<file path="config.mk">
export PLATFORM = sky130hd
export DESIGN_NAME = txq_sched
export DESIGN_NICKNAME = d
export VERILOG_FILES = /design/src/rtl/txq_pkg.sv /design/src/rtl/txq_scan.sv /design/src/rtl/txq_slot.sv /design/src/rtl/txq_sched.sv
export SDC_FILE = /design/constraint.sdc
export NUM_CORES = 1
export LEC_CHECK = 0
export BUFFER_PORTS_ARGS = -buffer_cell sky130_fd_sc_hd__clkbuf_2
export CAP_MARGIN = 10
export CORE_ASPECT_RATIO = 0.5
export CORE_MARGIN = 8
export CORE_UTILIZATION = 38
export DETAILED_ROUTE_END_ITERATION = 6
export PLACE_DENSITY = 0.77
export SLEW_MARGIN = 10
export SYNTH_ARGS = -nofsm -noshare
export SYNTH_HDL_FRONTEND = slang
export SYNTH_SLANG_ARGS = --single-unit
</file>
<file path="constraint.sdc">
create_clock -name clk -period 3.3 [get_ports clk]
set_input_delay 0.165 -clock clk [delete_from_list [all_inputs] [get_ports clk]]
set_output_delay 0.165 -clock clk [all_outputs]
set_load 0.02 [all_outputs]
</file>
<file path="src/rtl/txq_pkg.sv">
package txq_pkg;
    // Width of every host-visible status and mask word
    localparam int REG_W = 32;

    typedef enum logic {
        SCAN_IDLE,
        SCAN_RUN
    } scan_st_e;
endpackage

</file>
<file path="src/rtl/txq_scan.sv">
// Serial priority scan: one candidate visited per cycle, lowest identifier wins,
// earlier (lower) index kept on a tie.
module txq_scan
    import txq_pkg::*;
#(
    parameter int NBUF = 3,
    parameter int IDW  = 11,
    localparam int IW  = (NBUF > 1) ? $clog2(NBUF) : 1
) (
    input  logic                clk,
    input  logic                rst_n,
    input  logic                start_i,
    input  logic [NBUF-1:0]     cand_i,
    input  logic [NBUF-1:0]     live_i,
    input  logic [NBUF*IDW-1:0] ids_i,
    output logic                busy_o,
    output logic                fin_o,
    output logic                found_o,
    output logic [IW-1:0]       idx_o
);
    localparam logic [IW-1:0] LAST = IW'(NBUF - 1);

    typedef struct packed {
        scan_st_e        st;
        logic [IW-1:0]   cnt;
        logic [NBUF-1:0] cand;
        logic            bvld;
        logic [IW-1:0]   bidx;
        logic [IDW-1:0]  bid;
    } scan_t;

    scan_t s_d, s_q;
    logic [IDW-1:0] cur_id;
    logic           take;
    logic           last;

    always_comb begin
        s_d    = s_q;
        cur_id = ids_i[s_q.cnt*IDW +: IDW];
        last   = (s_q.cnt == LAST);
        take   = 1'b0;
        unique case (s_q.st)
            SCAN_IDLE: begin
                if (start_i) begin
                    s_d.st   = SCAN_RUN;
                    s_d.cnt  = '0;
                    s_d.cand = cand_i;
                    s_d.bvld = 1'b0;
                    s_d.bidx = '0;
                    s_d.bid  = '0;
                end
            end
            SCAN_RUN: begin
                take = s_q.cand[s_q.cnt] && live_i[s_q.cnt]
                       && (!s_q.bvld || (cur_id < s_q.bid));
                if (take) begin
                    s_d.bvld = 1'b1;
                    s_d.bidx = s_q.cnt;
                    s_d.bid  = cur_id;
                end
                if (last) begin
                    s_d.st = SCAN_IDLE;
                end else begin
                    s_d.cnt = s_q.cnt + 1'b1;
                end
            end
            default: s_d.st = SCAN_IDLE;
        endcase
        busy_o  = (s_q.st == SCAN_RUN);
        fin_o   = busy_o && last;
        found_o = take || s_q.bvld;
        idx_o   = take ? s_q.cnt : s_q.bidx;
    end

    always_ff @(posedge clk or negedge rst_n) begin
        if (!rst_n) s_q <= '0;
        else        s_q <= s_d;
    end
endmodule

</file>
<file path="src/rtl/txq_slot.sv">
// Request bookkeeping for one transmit buffer.
module txq_slot (
    input  logic clk,
    input  logic rst_n,
    input  logic add_wr_i,
    input  logic cnl_wr_i,
    input  logic scan_busy_i,
    input  logic act_i,
    input  logic fr_ok_i,
    input  logic fr_fail_i,
    input  logic darm_i,
    output logic pend_o,
    output logic add_o,
    output logic creq_o,
    output logic done_o,
    output logic ok_o,
    output logic acc_o,
    output logic drop_o
);
    typedef struct packed {
        logic pend;
        logic add;
        logic creq;
        logic done;
        logic ok;
    } slot_t;

    slot_t b_d, b_q;
    logic  acc;
    logic  canc_now;

    always_comb begin
        b_d      = b_q;
        acc      = !scan_busy_i && (b_q.add || add_wr_i) && !b_q.pend;
        canc_now = b_q.creq && !act_i;

        // add path: held during a scan, applied otherwise
        if (scan_busy_i) begin
            b_d.add = b_q.add || (add_wr_i && !b_q.pend);
        end else begin
            b_d.add = 1'b0;
            if (acc) begin
                b_d.pend = 1'b1;
                b_d.done = 1'b0;
                b_d.ok   = 1'b0;
            end
        end

        if (cnl_wr_i) b_d.creq = 1'b1;

        // cancel of a buffer that is not on the bus
        if (canc_now) begin
            if (b_q.pend || b_q.add || acc) begin
                b_d.pend = 1'b0;
                b_d.add  = 1'b0;
                b_d.done = 1'b1;
            end else if (!b_d.add) begin
                b_d.creq = 1'b0;
            end
        end

        // frame outcome for the buffer on the bus
        if (act_i) begin
            if (fr_ok_i) begin
                b_d.pend = 1'b0;
                b_d.ok   = 1'b1;
                if (b_q.creq) b_d.done = 1'b1;
            end else if (fr_fail_i) begin
                if (b_q.creq || darm_i) begin
                    b_d.pend = 1'b0;
                    b_d.done = 1'b1;
                end
            end
        end

        pend_o = b_q.pend;
        add_o  = b_q.add;
        creq_o = b_q.creq;
        done_o = b_q.done;
        ok_o   = b_q.ok;
        acc_o  = acc;
        drop_o = canc_now && b_q.pend;
    end

    always_ff @(posedge clk or negedge rst_n) begin
        if (!rst_n) b_q <= '0;
        else        b_q <= b_d;
    end
endmodule

</file>
<file path="src/rtl/txq_sched.sv">
module txq_sched
    import txq_pkg::*;
#(
    parameter int NBUF = 3,
    parameter int IDW  = 11,
    localparam int IW  = (NBUF > 1) ? $clog2(NBUF) : 1
) (
    input  logic                clk,
    input  logic                rst_n,
    input  logic                add_we,
    input  logic [REG_W-1:0]    add_wdata,
    input  logic                cnl_we,
    input  logic [REG_W-1:0]    cnl_wdata,
    input  logic                darm_i,
    input  logic [NBUF*IDW-1:0] msg_id_i,
    output logic [REG_W-1:0]    pend_o,
    output logic [REG_W-1:0]    addreq_o,
    output logic [REG_W-1:0]    cnlreq_o,
    output logic [REG_W-1:0]    cnldone_o,
    output logic [REG_W-1:0]    txok_o,
    output logic                sel_vld_o,
    output logic [IW-1:0]       sel_idx_o,
    input  logic                eng_start_i,
    input  logic                eng_ok_i,
    input  logic                eng_arb_i,
    input  logic                eng_err_i
);
    localparam int PADW = REG_W - NBUF;

    typedef struct packed {
        logic          sel_vld;
        logic [IW-1:0] sel_idx;
        logic          act;
        logic [IW-1:0] act_idx;
        logic          rescan;
    } ctl_t;

    ctl_t c_d, c_q;

    logic [NBUF-1:0] add_m, cnl_m;
    logic [NBUF-1:0] pend_v, add_v, creq_v, done_v, ok_v, acc_v, drop_v;
    logic            busy_w, fin_w, found_w;
    logic [IW-1:0]   idx_w;
    logic            start_w, go_w, fr_end_w, fr_ok_w, fr_fail_w;
    logic            act_w;
    logic [IW-1:0]   act_idx_w;
    logic            unused_wdata;

    assign add_m        = add_we ? add_wdata[NBUF-1:0] : '0;
    assign cnl_m        = cnl_we ? cnl_wdata[NBUF-1:0] : '0;
    assign unused_wdata = ^{add_wdata[REG_W-1:NBUF], cnl_wdata[REG_W-1:NBUF]};
    assign fr_ok_w      = eng_ok_i;
    assign fr_fail_w    = (eng_arb_i || eng_err_i) && !eng_ok_i;
    assign act_w        = c_q.act;
    assign act_idx_w    = c_q.act_idx;

    for (genvar g = 0; g < NBUF; g++) begin : g_slot
        txq_slot u_slot (
            .clk         (clk),
            .rst_n       (rst_n),
            .add_wr_i    (add_m[g]),
            .cnl_wr_i    (cnl_m[g]),
            .scan_busy_i (busy_w),
            .act_i       (c_q.act && (c_q.act_idx == IW'(g))),
            .fr_ok_i     (fr_ok_w),
            .fr_fail_i   (fr_fail_w),
            .darm_i      (darm_i),
            .pend_o      (pend_v[g]),
            .add_o       (add_v[g]),
            .creq_o      (creq_v[g]),
            .done_o      (done_v[g]),
            .ok_o        (ok_v[g]),
            .acc_o       (acc_v[g]),
            .drop_o      (drop_v[g])
        );
    end

    txq_scan #(
        .NBUF (NBUF),
        .IDW  (IDW)
    ) u_scan (
        .clk     (clk),
        .rst_n   (rst_n),
        .start_i (start_w),
        .cand_i  (pend_v),
        .live_i  (pend_v),
        .ids_i   (msg_id_i),
        .busy_o  (busy_w),
        .fin_o   (fin_w),
        .found_o (found_w),
        .idx_o   (idx_w)
    );

    always_comb begin
        c_d      = c_q;
        start_w  = !busy_w && c_q.rescan && !c_q.act;
        go_w     = eng_start_i && c_q.sel_vld && !busy_w && !drop_v[c_q.sel_idx];
        fr_end_w = c_q.act && (eng_ok_i || eng_arb_i || eng_err_i);

        if (start_w) c_d.rescan = 1'b0;
        if ((|acc_v) || (|drop_v) || fr_end_w) c_d.rescan = 1'b1;

        // withdraw an offer whose buffer is being cancelled
        if (c_q.sel_vld && drop_v[c_q.sel_idx]) c_d.sel_vld = 1'b0;

        if (go_w) begin
            c_d.sel_vld = 1'b0;
            c_d.act     = 1'b1;
            c_d.act_idx = c_q.sel_idx;
        end

        if (fr_end_w) c_d.act = 1'b0;

        if (fin_w) begin
            c_d.sel_vld = found_w && !drop_v[idx_w];
            c_d.sel_idx = idx_w;
            if (found_w && drop_v[idx_w]) c_d.rescan = 1'b1;
        end
    end

    always_ff @(posedge clk or negedge rst_n) begin
        if (!rst_n) c_q <= '0;
        else        c_q <= c_d;
    end

    assign pend_o    = {{PADW{1'b0}}, pend_v};
    assign addreq_o  = {{PADW{1'b0}}, add_v};
    assign cnlreq_o  = {{PADW{1'b0}}, creq_v};
    assign cnldone_o = {{PADW{1'b0}}, done_v};
    assign txok_o    = {{PADW{1'b0}}, ok_v};
    assign sel_vld_o = c_q.sel_vld && !busy_w && !drop_v[c_q.sel_idx];
    assign sel_idx_o = c_q.sel_idx;
endmodule

</file>
-- Word-level counts from Yosys, hierarchy flattened
Index checks and enable logic that the tools add are counted.
- register bits: 42
- logic and storage cells: 205
- output and inout port bits: 163
- bits of input ports: 106
- bitwise operators: 1
- magnitude comparators: 4
- reductions and logical operators: 75
- $add $sub $neg: 1
- muxes and demuxes: 90
- equal/unequal tests: 6
- multipliers: 1
- shifts and indexed selects: 1
- operators with widths (operator ; count):
    $mux W1 ; 61
    $logic_and A1 B1 Y1 ; 33
    $shiftx A33 B7 Y11 ; 1
    $mux W2 ; 14
    $pmux W14 S2 ; 1
    $logic_or A1 B1 Y1 ; 22
    $mux W20 ; 1
    $mux W14 ; 1
    $logic_not A1 Y1 ; 12
    $mux W3 ; 4
    $mux W4 ; 3
    $lt A11 B11 Y1 ; 1
    $lt A2 B3 Y1 const B ; 3
    $bmux W1 S2 ; 4
    $mul A2 B4 Y6 const B ; 1
    $ne A2 B2 Y1 const B ; 3
    $pmux W3 S2 ; 1
    $reduce_and A2 Y1 ; 3
    $reduce_or A3 Y1 ; 2
    $eq A2 B2 Y1 const B ; 2
    $reduce_bool A3 Y1 ; 1
    $add A2 B1 Y2 const B ; 1
    $eq A2 B1 Y1 const B ; 1
    $logic_not A2 Y1 ; 1
    other kinds (2) ; 2

-- Longest topological paths before layout
Gate-level depths: netlist (run 1).
- depth in word-level cells: 12
- mapped depth: 14
- mapped depth without buffers: 12

-- By module
A second synthesis (run 1) with hierarchy kept.
- cells, all modules: 436
- area total of the unflattened synthesis: 3802.4 sq um
- by module, submodules not included (module ; times used ; area an instance (sq um) ; cells each ; seq. area each (sq um)):
    txq_sched ; 1 ; 1536.5 ; 191 ; 175.2
    txq_scan ; 1 ; 1458.9 ; 152 ; 500.5
    txq_slot ; 3 ; 269.0 ; 31 ; 125.1

-- Worst setup path after synthesis (run 1)
Ideal clock, no wire load.
- path kind: register to register
- start point: register u_scan.s_q[18] in the netlist's numbering
- end point: register c_q[6] in the netlist's numbering
- setup slack: 0.238 ns
- period minus slack after synthesis: 3.062 ns
- arrival: 2.937 ns
- buffers on the path: 2
- data required time: 3.175 ns
- stages on the path, launching flop included: 14
- setup time: 0.125 ns
- cells stage by stage: dfrtp_1 -> buf_4 -> clkbuf_1 -> mux2_2 -> nand2_1 -> nand2_1 -> ha_1 -> a21oi_1 -> o21ai_0 -> a41oi_1 -> o31ai_4 -> mux2i_1 -> mux2_1 -> a2bb2oi_2
- word-level cells in the longest chain between the ends: 12
- elaborated cells on any way between the ends: 21
- classes of those cells: mul (1); order compare (1); eq/ne (1); shift (1); mux (9); reduce/logical (8)
- ends and longest elaborated chain (item ; RTL line ; text):
    from (decl) ; txq_scan.sv:32 ; scan_t s_d, s_q;
    from (signal assigned) ; txq_scan.sv:76 ; if (!rst_n) s_q <= '0;
    from (signal assigned) ; txq_scan.sv:77 ; else s_q <= s_d;
    $mul A2 B4 Y6 ; txq_scan.sv:39 ; cur_id = ids_i[s_q.cnt*IDW +: IDW];
    $shiftx A33 B7 Y11 ; txq_scan.sv:39 ;
    $lt A11 B11 Y1 ; txq_scan.sv:55 ; && (!s_q.bvld || (cur_id < s_q.bid));
    $logic_or A1 B1 Y1 ; txq_scan.sv:55 ;
    $logic_and A1 B1 Y1 ; txq_scan.sv:55 ;
    $mux W1 ; txq_scan.sv:42 ; unique case (s_q.st)
    $mux W2 ; txq_scan.sv:72 ; idx_o = take ? s_q.cnt : s_q.bidx;
    $bmux W1 S2 ; txq_sched.sv:115 ; c_d.sel_vld = found_w && !drop_v[idx_w];
    $mux W1 (implied by the code) ; txq_sched.sv:115 ;
    $logic_not A1 Y1 ; txq_sched.sv:115 ;
    $logic_and A1 B1 Y1 ; txq_sched.sv:115 ;
    $mux W3 ; txq_sched.sv:114 ; if (fin_w) begin
    to (signal assigned) ; txq_sched.sv:122 ; if (!rst_n) c_q <= '0;
    to (signal assigned) ; txq_sched.sv:123 ; else c_q <= c_d;
    to (decl) ; txq_sched.sv:38 ; ctl_t c_d, c_q;
Parallel ways exist; a longest one is shown, timed or not. The select of a mux whose other input is x is not followed.
A chain may end at the register's enable or synchronous reset.

-- Worst setup path after layout (run 1)
Ends and elaborated chain as after synthesis.

==> results.json, run 1 <==
{
  "status": "finished clean",
  "tns_ps": 0,
  "grt_max_degree": 43,
  "cts.sinks": 42,
  "tightest_slew_ps": 1081,
  "design_area_sq_mm": 0.003780,
  "grt_pass1_vias": 2846,
  "finalHoldWorstSlack_ps": 64.70,
  "power_frac_seq_pct": 30.8,
  "grt_use_met2_pct": 22.22,
  "routabilityCongestion": 0.8089,
  "avgSynthCellArea_sq_um": 8.427,
  "grt_pass1_wl_um": 13600,
  "drv_slew": 0,
  "final-instance-count-excl-fill": 635,
  "cellLeakagePower_nw": 2.015,
  "cts_inserted_buffers": 5,
  "clkPwrFrac_pct": 17.7,
  "synth_seq_cells": 42,
  "port_buffers": 65,
  "fin_crit_ps": 3068,
  "register_area_sq_mm": 0.001051,
  "first_pass_iters": 4,
  "grt_overflow_total": 0,
  "die_h_um": 86.87,
  "dr_total_vias": 2745,
  "hold_buffers": 0,
  "synthTopCellsByArea": "buf_4 32%, dfrtp_1 28%, nand2_1 4.6%",
  "preCtsSetupSlack_ps": 228.1,
  "dp.cells": 627,
  "switching_share_pct": 45.94,
  "max_freq_mhz": 325.9,
  "synth_ff_type": "dfrtp_1",
  "multi_input_area_sq_mm": 0.001953,
  "yosysTopAreaCellShare_pct": 32.25,
  "viasPerCell": 4.323,
  "grt.total_usage_pct": 12.20,
  "slew_headroom_pct": 27.92,
  "core-area_sq_mm": 0.009603,
  "synth_top_area_cell": "buf_4",
  "hold_viol": 0,
  "cp-start-kind": "flop",
  "combPwrFrac_pct": 51.5,
  "drt-total-wl_um": 8781,
  "cts_root_buffer": "clkbuf_16",
  "clock_latency_ps": 290,
  "async_flop_share_pct": 100.0,
  "worstPathRequired_ps": 3470,
  "critPathCaptureType": "flop",
  "grt.busiest_layer": "met2",
  "rsz0062_at_grt": "false",
  "h-tree-depth": 2,
  "use_met1_pct": 13.66,
  "p_sw_w": 0.001446,
  "setup_ws_ps": 231.7,
  "placed_cell_area_sq_mm": 0.003611,
  "synth_edf_count": 0,
  "synth_cell_types": 44,
  "critical_path_class": "reg2reg",
  "yosysMostFrequentCell": "buf_4",
  "p_per_area_mw_per_mm2": 832.7,
  "grt_use_met3_pct": 2.921,
  "synthCells": 453,
  "worstPathMaxFanout": 12,
  "cts_tree": "built",
  "die_w_um": 157.7,
  "drive_gt1_share_pct": 21.20,
  "max_cap_viol_count": 0,
  "finalClockSkew_ps": 5.392,
  "antenna_found_initial": 0,
  "initial_core_util_pct": 39.75,
  "dp_hpwl_um": 7135,
  "num_antenna_cells": 0,
  "yosys-top-cells-count": "164 x buf_4, 47 x nand2_1, 42 x dfrtp_1, 26 x a21oi_1, 20 x inv_1",
  "netlist_area_sq_mm": 0.003817,
  "yosysWarnings": 0,
  "ys_seq_area_share_pct": 27.53,
  "num-fill-cells": 994,
  "clk_pin_slew_ps": 60,
  "cp.arrival_ps": 3240,
  "clk_path_buf_depth": 2,
  "dieArea_sq_mm": 0.01370,
  "period_share_pct": 92.98,
  "setup_viol": 0,
  "ioPinCount": 269,
  "drc": 0,
  "min_path_type": "in2async",
  "internal-power_w": 0.001702,
  "ir_drop_mv": 0.3083,
  "syn_to_final_growth_pct": -0.9832,
  "nNetsFinal": 616,
  "core.rowCount": 25,
  "wl_per_cell_um": 13.83,
  "reg2regPathDepth": 12,
  "postRouteAntennaNets": 0,
  "drtIter0Drc": 170
}
registers in the layout, summed over array words and instances (netlist names):
| name | cells |
|---|---|
| act_idx_w | 2 |
| u_scan.busy_o | 1 |
| g_slot.u_slot.creq_o | 3 |
| g_slot.u_slot.add_o | 3 |
| u_scan.s_q | 19 |
| g_slot.u_slot.ok_o | 3 |
| sel_idx_o | 2 |
| g_slot.u_slot.pend_o | 3 |
| g_slot.u_slot.done_o | 3 |
| act_w | 1 |
| c_q | 2 |
power by group through the flow:
| stage | clock network (W) | logic (W) | registers (W) |
|---|---|---|---|
| finish | 0.000559 | 0.00162 | 0.000968 |
| global route | 0.000592 | 0.00183 | 0.00101 |
| CTS | 0.000571 | 0.00163 | 0.000968 |
| detailed placement | 0 | 0.00162 | 0.000976 |
| global placement | 0 | 0.00158 | 0.000962 |
| floorplan | 0 | 0.00154 | 0.000865 |
critical path, cell delays in order, from the launching register on:
cell and delay [ps]:
dfrtp_1 510, buf_4 270, mux2_2 360, nand2_1 80
nand2_1 60, ha_1 180, a21oi_1 140, o21ai_0 160
a41oi_1 340, o31ai_4 110, mux2i_1 230, mux2_1 360
a2bb2oi_2 160
timing repair:
action	4_1_cts	5_1_grt
buffers inserted	0	0
gates resized for setup	0	1
setup endpoints to repair	0	1
cells by family after synthesis:
kind of cell / after synthesis / synth area share, %
compound gates: 79 / 14.49
fa+ha+maj: 11 / 3.605
buf+inv: 195 / 35.46
flops: 42 / 27.53
mux: 22 / 6.358
other cells: 1 / 0.09823
simple gates: 103 / 12.46
cell type report:
type | count | share of cell area (%)
multi-input cells | 360 | 51.67
repair buffers | 70 | 9.699
clock inverters | 3 | 1.059
clock buffers | 5 | 3.310
well taps | 135 | 4.469
inverters | 20 | 1.986
flip-flops and latches | 42 | 27.81
path summary, 6_finish.rpt:
kind,startpoint,endpoint,slack [ps]
worst max register to register,u_scan.s_q[18],c_q[6],230
worst min register to register,u_scan.s_q[14],u_scan.s_q[14],510
max in group asynchronous,rst_n,u_scan.s_q[10],2570
min in group clk,cnl_wdata[2],g_slot[2].u_slot.creq_o,110
worst max-delay path,u_scan.s_q[18],c_q[6],230
worst min-delay path,rst_n,g_slot[0].u_slot.creq_o,60
per-layer routing:
layer  vias up  part of all wire (%)
li1       1323                     -
met1      1282                    39
met2       129                    50
met3        11                    10
met4         0                   1.7
met5         -                     0
per-stage QoR:
| step | util [%] | power [W] |
|---|---|---|
| after floorplan | - | 0.002403 |
| final | 39.36 | 0.003147 |
| after global placement | 37.60 | 0.002542 |
| after CTS | 39.32 | 0.003169 |
| after detailed placement | 37.60 | 0.002596 |
| after global routing | 39.36 | 0.003432 |
cells in the final DEF (no fill, tap or decap), types with 5 or more instances in the layout:
cell type  instances
clkbuf_16          5
conb_1           145
mux2_2            14
nand2_1           47
o21a_1             5
inv_1             20
ha_1              11
nor3_1             9
nand3_1           11
nor2_1            16
a21oi_1           26
dfrtp_1           42
clkbuf_2          65
o21ai_0           14
a31o_2             9
Note: power is estimated with default switching activity, not from simulation.
==> inputs of run 2 (changes only) <==
--- a/config.mk
+++ b/config.mk
@@ -12,6 +12,7 @@
 export CORE_UTILIZATION = 38
 export DETAILED_ROUTE_END_ITERATION = 6
 export PLACE_DENSITY = 0.77
+export REMOVE_ABC_BUFFERS = 1
 export SLEW_MARGIN = 10
 export SYNTH_ARGS = -nofsm -noshare
 export SYNTH_HDL_FRONTEND = slang
==> run 2 against run 1 <==
Compared with the run above:
- clock power increased by 17%
- sequential power fell by 0.9%
- worst hold slack improved by 9.8 ps
- first-iteration DRC count fell by 23%
- total power up 3.9%
- register-to-register slack better by 40 ps
- count of clock-buffer cells in the layout up 1
- die area stayed put
- maximum frequency up 1.3%
- sequential share of layout area is 0.42 points lower
- routed wire length fell by 2.9%
- sequential cell count unchanged
- critical path type unchanged
==> results.json, run 2 (synthesized netlist as in run 1, its figures left out) <==
{
  "drt-total-wl_um": 8527,
  "finalHoldWorstSlack_ps": 74.48,
  "drc": 0,
  "top_register": "u_scan.s_q",
  "postRouteAntennaNets": 0,
  "status": "finished clean",
  "drtIter0Drc": 131,
  "dr_total_vias": 2718,
  "cts_tree": "built",
  "core-area_sq_mm": 0.009603,
  "critical_path_class": "reg2reg",
  "utilization_pct": 39.96,
  "rsz0062_at_grt": "false",
  "die_h_um": 86.87,
  "h-tree-depth": 2,
  "cellLeakagePower_nw": 2.041,
  "fin_crit_ps": 3028,
  "period_share_pct": 91.76,
  "setup_ws_ps": 272.0,
  "worstPathMaxFanout": 29,
  "worstPathRequired_ps": 3460,
  "max_cap_viol_count": 0,
  "syn_to_final_growth_pct": 0.5244,
  "antenna_found_initial": 0,
  "initial_core_util_pct": 39.75,
  "drv_slew": 0,
  "num-fill-cells": 943,
  "ctsResizeCount": 0,
  "cp.arrival_ps": 3190,
  "mostFrequentLayoutCell": "conb_1",
  "slew_headroom_pct": 28.85,
  "preCtsSetupSlack_ps": 326.1,
  "dp.cells": 629,
  "critPathCaptureType": "flop",
  "grt.total_usage_pct": 11.38,
  "hold_buffers": 0,
  "tightest_slew_ps": 1067,
  "min_path_type": "in2async",
  "cts_inserted_buffers": 5,
  "num_antenna_cells": 0,
  "ir_drop_mv": 0.3127,
  "wl_per_cell_um": 13.39,
  "nNetsFinal": 618,
  "grt_pass1_vias": 2623,
  "finalClockSkew_ps": 8.361,
  "grt_pass1_wl_um": 12820,
  "dieArea_sq_mm": 0.01370,
  "clk_path_buf_depth": 2,
  "grt_max_degree": 43,
  "cts.sinks": 42,
  "hold_viol": 0,
  "port_buffers": 65,
  "ioPinCount": 269,
  "core.rowCount": 25,
  "crit_path_start": "u_scan.s_q[18]",
  "final-instance-count-excl-fill": 637,
  "mostFrequentLayoutCells": "145 x conb_1, 65 x clkbuf_2, 47 x nand2_1",
  "largest_reg_flops": 19,
  "first_pass_iters": 4,
  "die_w_um": 157.7,
  "clock_latency_ps": 280,
  "postCtsSetupBuffers": 0,
  "drive_gt1_share_pct": 21.51,
  "max_freq_mhz": 330.3,
  "dp_hpwl_um": 6907,
  "cts_root_buffer": "clkbuf_16",
  "r2r-start": "u_scan.s_q[18]",
  "grt_overflow_total": 0,
  "clk_pin_slew_ps": 60,
  "setup_viol": 0,
  "routabilityCongestion": 0.8178,
  "p_per_area_mw_per_mm2": 852.5,
  "cp-start-kind": "flop",
  "viasPerCell": 4.267
}
==> run 2: cell types whose count changed in the layout (fill, tap and decap cells not counted), sizes merged <==
cell,delta
clkbuf,+1
buf,+2
clkinv,-2
bufinv,+1
==> run 2: power breakdown <==
| group | switching [W] | internal [W] | total [W] |
|---|---|---|---|
| Sequential | 0.000233 | 0.000726 | 0.000959 |
| Combinational | 0.00101 | 0.000654 | 0.00166 |
| Clock | 0.000199 | 0.000454 | 0.000653 |
| Total | 0.00144 | 0.00183 | 0.00327 |
==> run 2: area by class of cell <==
cell class	count	area, sq um	area share (%)
clock buffers	6	138.9	3.619
clock inverters	2	60.06	1.565
inverters	20	75.07	1.956
multi-input cells	360	1953	50.90
flip-flops and latches	42	1051	27.39
well taps	135	168.9	4.402
repair buffers	72	390.4	10.17
==> run 2: metal layers <==
metal  vias to the layer above  share of wire [%]  GRT usage (%)
met5                         -                  0              0
met4                         0                1.3          4.460
met3                        12                9.7          1.881
met2                       116                 50          20.82
met1                      1268                 39          13.08
li1                       1322                  -              -
==> run 2: through the flow <==
| stage | TNS, ps | cell area [sq um] | power, W |
|---|---|---|---|
| CTS | 0 | 3837 | 0.003287 |
| global placement | 0 | 3638 | 0.002572 |
| finish | 0 | 3837 | 0.003272 |
| global route | 0 | 3837 | 0.003537 |
| detailed placement | 0 | 3638 | 0.002616 |
| floorplan | -153.2 | 3079 | 0.002112 |
==> run 2: worst paths after layout <==
path	endpoint	slack, ps	depth (start not counted)
worst min register to register	u_scan.s_q[2]	500	1
worst max-delay path	c_q[6]	270	13
max in group asynchronous	sel_idx_o[1]	2580	1
min in group clk	g_slot[1].u_slot.creq_o	110	3
worst max register to register	c_q[6]	270	13
worst min-delay path	g_slot[1].u_slot.done_o	70	1
==> run 2: critical path: stages, from the launching register on <==
cell and delay [ps]:
dfrtp_1 390, buf_12 150, mux2_2 330, nand2_1 80
nand2_1 60, ha_1 300, a21oi_1 60, o21ai_0 290
a41oi_1 130, o31ai_4 270, buf_4 350, mux2i_1 270
nand2_1 90, a2bb2oi_2 130
==> inputs of run 3 (changes only) <==
--- a/config.mk
+++ b/config.mk
@@ -5,13 +5,14 @@
 export SDC_FILE = /design/constraint.sdc
 export NUM_CORES = 1
 export LEC_CHECK = 0
+export ABC_AREA = 1
 export BUFFER_PORTS_ARGS = -buffer_cell sky130_fd_sc_hd__clkbuf_2
-export CAP_MARGIN = 10
+export CAP_MARGIN = 40
 export CORE_ASPECT_RATIO = 0.5
 export CORE_MARGIN = 8
 export CORE_UTILIZATION = 38
 export DETAILED_ROUTE_END_ITERATION = 6
-export PLACE_DENSITY = 0.77
+export PLACE_DENSITY = 0.78
 export REMOVE_ABC_BUFFERS = 1
 export SLEW_MARGIN = 10
 export SYNTH_ARGS = -nofsm -noshare
==> run 3 against run 2 <==
Compared with the run above:
- global-route usage up 0.88 points
- first-iteration DRC count up 30%
- die area down 2.2%
- routed wire length up 0.69%
- worst hold slack better by 89 ps
- clock power down 24%
- via count down 0.40%
- sequential cell count unchanged
- total power down 11%
- critical path type unchanged
==> results.json, run 3 <==
{
  "grt_pass1_vias": 2804,
  "rsz0062_at_grt": "false",
  "yosysTopAreaCellShare_pct": 32.69,
  "core.rowCount": 25,
  "yosys-top-cells-count": "162 x buf_4, 51 x nand2_1, 50 x inv_1, 42 x dfrtp_1",
  "synth_ff_type": "dfrtp_1",
  "status": "finished clean",
  "utilization_pct": 39.04,
  "die_w_um": 155.9,
  "clock_latency_ps": 280,
  "num_antenna_cells": 0,
  "grt_pass1_wl_um": 13560,
  "synth_edf_count": 0,
  "postRouteAntennaNets": 0,
  "finalClockSkew_ps": 4.498,
  "drive_gt1_share_pct": 22.54,
  "ys_seq_area_share_pct": 28.25,
  "postCtsSetupBuffers": 0,
  "synthCells": 476,
  "yosysMostFrequentCell": "buf_4",
  "grt_max_degree": 30,
  "critPathCaptureType": "flop",
  "hold_viol": 0,
  "dieArea_sq_mm": 0.01340,
  "tightest_slew_ps": 613.1,
  "viasPerCell": 4.083,
  "largest_reg_flops": 19,
  "drc": 0,
  "ir_drop_mv": 0.3867,
  "mostFrequentLayoutCell": "conb_1",
  "grt_overflow_total": 0,
  "ioPinCount": 269,
  "yosysWarnings": 0,
  "async_flop_share_pct": 100.0,
  "setup_viol": 0,
  "top_register": "u_scan.s_q",
  "finalHoldWorstSlack_ps": 163.5,
  "r2r-end": "c_q[6]",
  "cp-start-kind": "flop",
  "max_cap_viol_count": 0,
  "placed_cell_area_sq_mm": 0.003535,
  "total_power_w": 0.002927,
  "first_pass_iters": 4,
  "tns_ps": 0,
  "antenna_found_initial": 0,
  "die_h_um": 85.96,
  "worstPathMaxFanout": 20,
  "core-area_sq_mm": 0.009478,
  "cellLeakagePower_nw": 2.090,
  "cts_root_buffer": "clkbuf_16",
  "synth_cell_types": 36,
  "crit_path_start": "u_scan.s_q[17]",
  "nNetsFinal": 644,
  "synthTopCellsByArea": "buf_4 33%, dfrtp_1 28%, nand2_1 5.1%",
  "critical_path_class": "reg2reg",
  "p_per_area_mw_per_mm2": 791.0,
  "h-tree-depth": 2,
  "period_share_pct": 89.00,
  "reg2reg_slack_ps": 360,
  "max_freq_mhz": 340.5,
  "drt-total-wl_um": 8586,
  "routabilityCongestion": 0.7995,
  "worstPathRequired_ps": 3470,
  "cts_tree": "built",
  "cts.sinks": 42,
  "fin_crit_ps": 2937,
  "drtIter0Drc": 170,
  "port_buffers": 65,
  "wl_per_cell_um": 12.95,
  "cts_inserted_buffers": 5,
  "clk_path_buf_depth": 2,
  "cp.arrival_ps": 3110,
  "clk_pin_slew_ps": 60,
  "drv_slew": 0,
  "initial_core_util_pct": 39.25,
  "mostFrequentLayoutCells": "145 x conb_1, 65 x clkbuf_2, 51 x nand2_1",
  "crit_end": "c_q[6]",
  "dr_total_vias": 2707,
  "min_path_type": "in2reg",
  "syn_to_final_growth_pct": -0.5381,
  "synth_top_area_cell": "buf_4",
  "design_area_sq_mm": 0.003700,
  "avgSynthCellArea_sq_um": 7.815,
  "dp_hpwl_um": 7036,
  "netlist_area_sq_mm": 0.003720,
  "reg2regPathDepth": 19,
  "r2r-start": "u_scan.s_q[17]",
  "slew_headroom_pct": 59.08,
  "synth_seq_cells": 42,
  "grt.total_usage_pct": 12.25
}
-- run 3: report_power, final --
| group | internal, W | switching [W] |
|---|---|---|
| clock | 0.000300 | 0.000194 |
| combinational | 0.000522 | 0.00106 |
| sequential | 0.000695 | 0.000158 |
-- run 3: metal layers --
| layer | vias to the layer above | share of wire (%) | global-route usage (%) |
|---|---|---|---|
| met2 | 119 | 49 | 22.04 |
| met4 | 0 | 0.99 | 3.059 |
| met1 | 1251 | 40 | 13.78 |
| li1 | 1326 | - | - |
| met5 | - | 0 | 0 |
| met3 | 11 | 10 | 4.012 |
-- run 3: repair_timing --
item	4_1_cts	5_1_grt
hold endpoints to repair	13	0
setup endpoints to repair	0	1
hold buffers	1	0
resized for setup	0	1
-- run 3: through the flow --
step                      std cells  setup WS, ps
after floorplan                 451         713.9
after global placement          653         315.1
after detailed placement        654         293.4
after CTS                       663         282.0
after global routing            663         41.51
final                           663         363.0
-- run 3: worst min path at each step --
stage	from	to	slack, ps	cells after the start
3_3_place_gp	rst_n	g_slot[0].u_slot.creq_o	400	1
2_1_floorplan	rst_n	act_idx_w[0]	-130	0
6_report	eng_ok_i	g_slot[1].u_slot.ok_o	160	3
4_1_cts	eng_ok_i	g_slot[1].u_slot.ok_o	150	3
3_5_place_dp	rst_n	g_slot[0].u_slot.creq_o	110	1
5_1_grt	eng_ok_i	g_slot[1].u_slot.ok_o	170	3
-- run 3: worst max-delay path, stage by stage (launching register included) --
cell     delay, ps
dfrtp_1        320
buf_4          220
inv_2          170
or2_2          300
a32oi_1        230
inv_1           70
ha_1           300
nand2_1         50
inv_1           60
nand3_1        100
nor3_1         150
nand2_1         70
nand2_1         70
nand2_2         80
nand2_4        210
nand2_2         90
nand2_2         90
nand3_1         80
nand3_1         90
nand2_1         60
-- run 3: cell type report --
cell class | instances | area (sq um)
well taps | 135 | 168.9
clock inverters | 1 | 5.005
inverters | 56 | 210.2
flip-flops and latches | 42 | 1051
fillers | 981 | 5778
repair buffers | 69 | 370.4
multi-input cells | 353 | 1752
clock buffers | 7 | 142.6
-- run 3: kinds of logic after synthesis --
kind of cell | after synthesis | synth area share (%)
compound gates | 69 | 11.67
simple gates | 128 | 16.89
flops | 42 | 28.25
other cells | 1 | 0.1008
buf+inv | 225 | 39.39
fa+ha+maj | 11 | 3.700
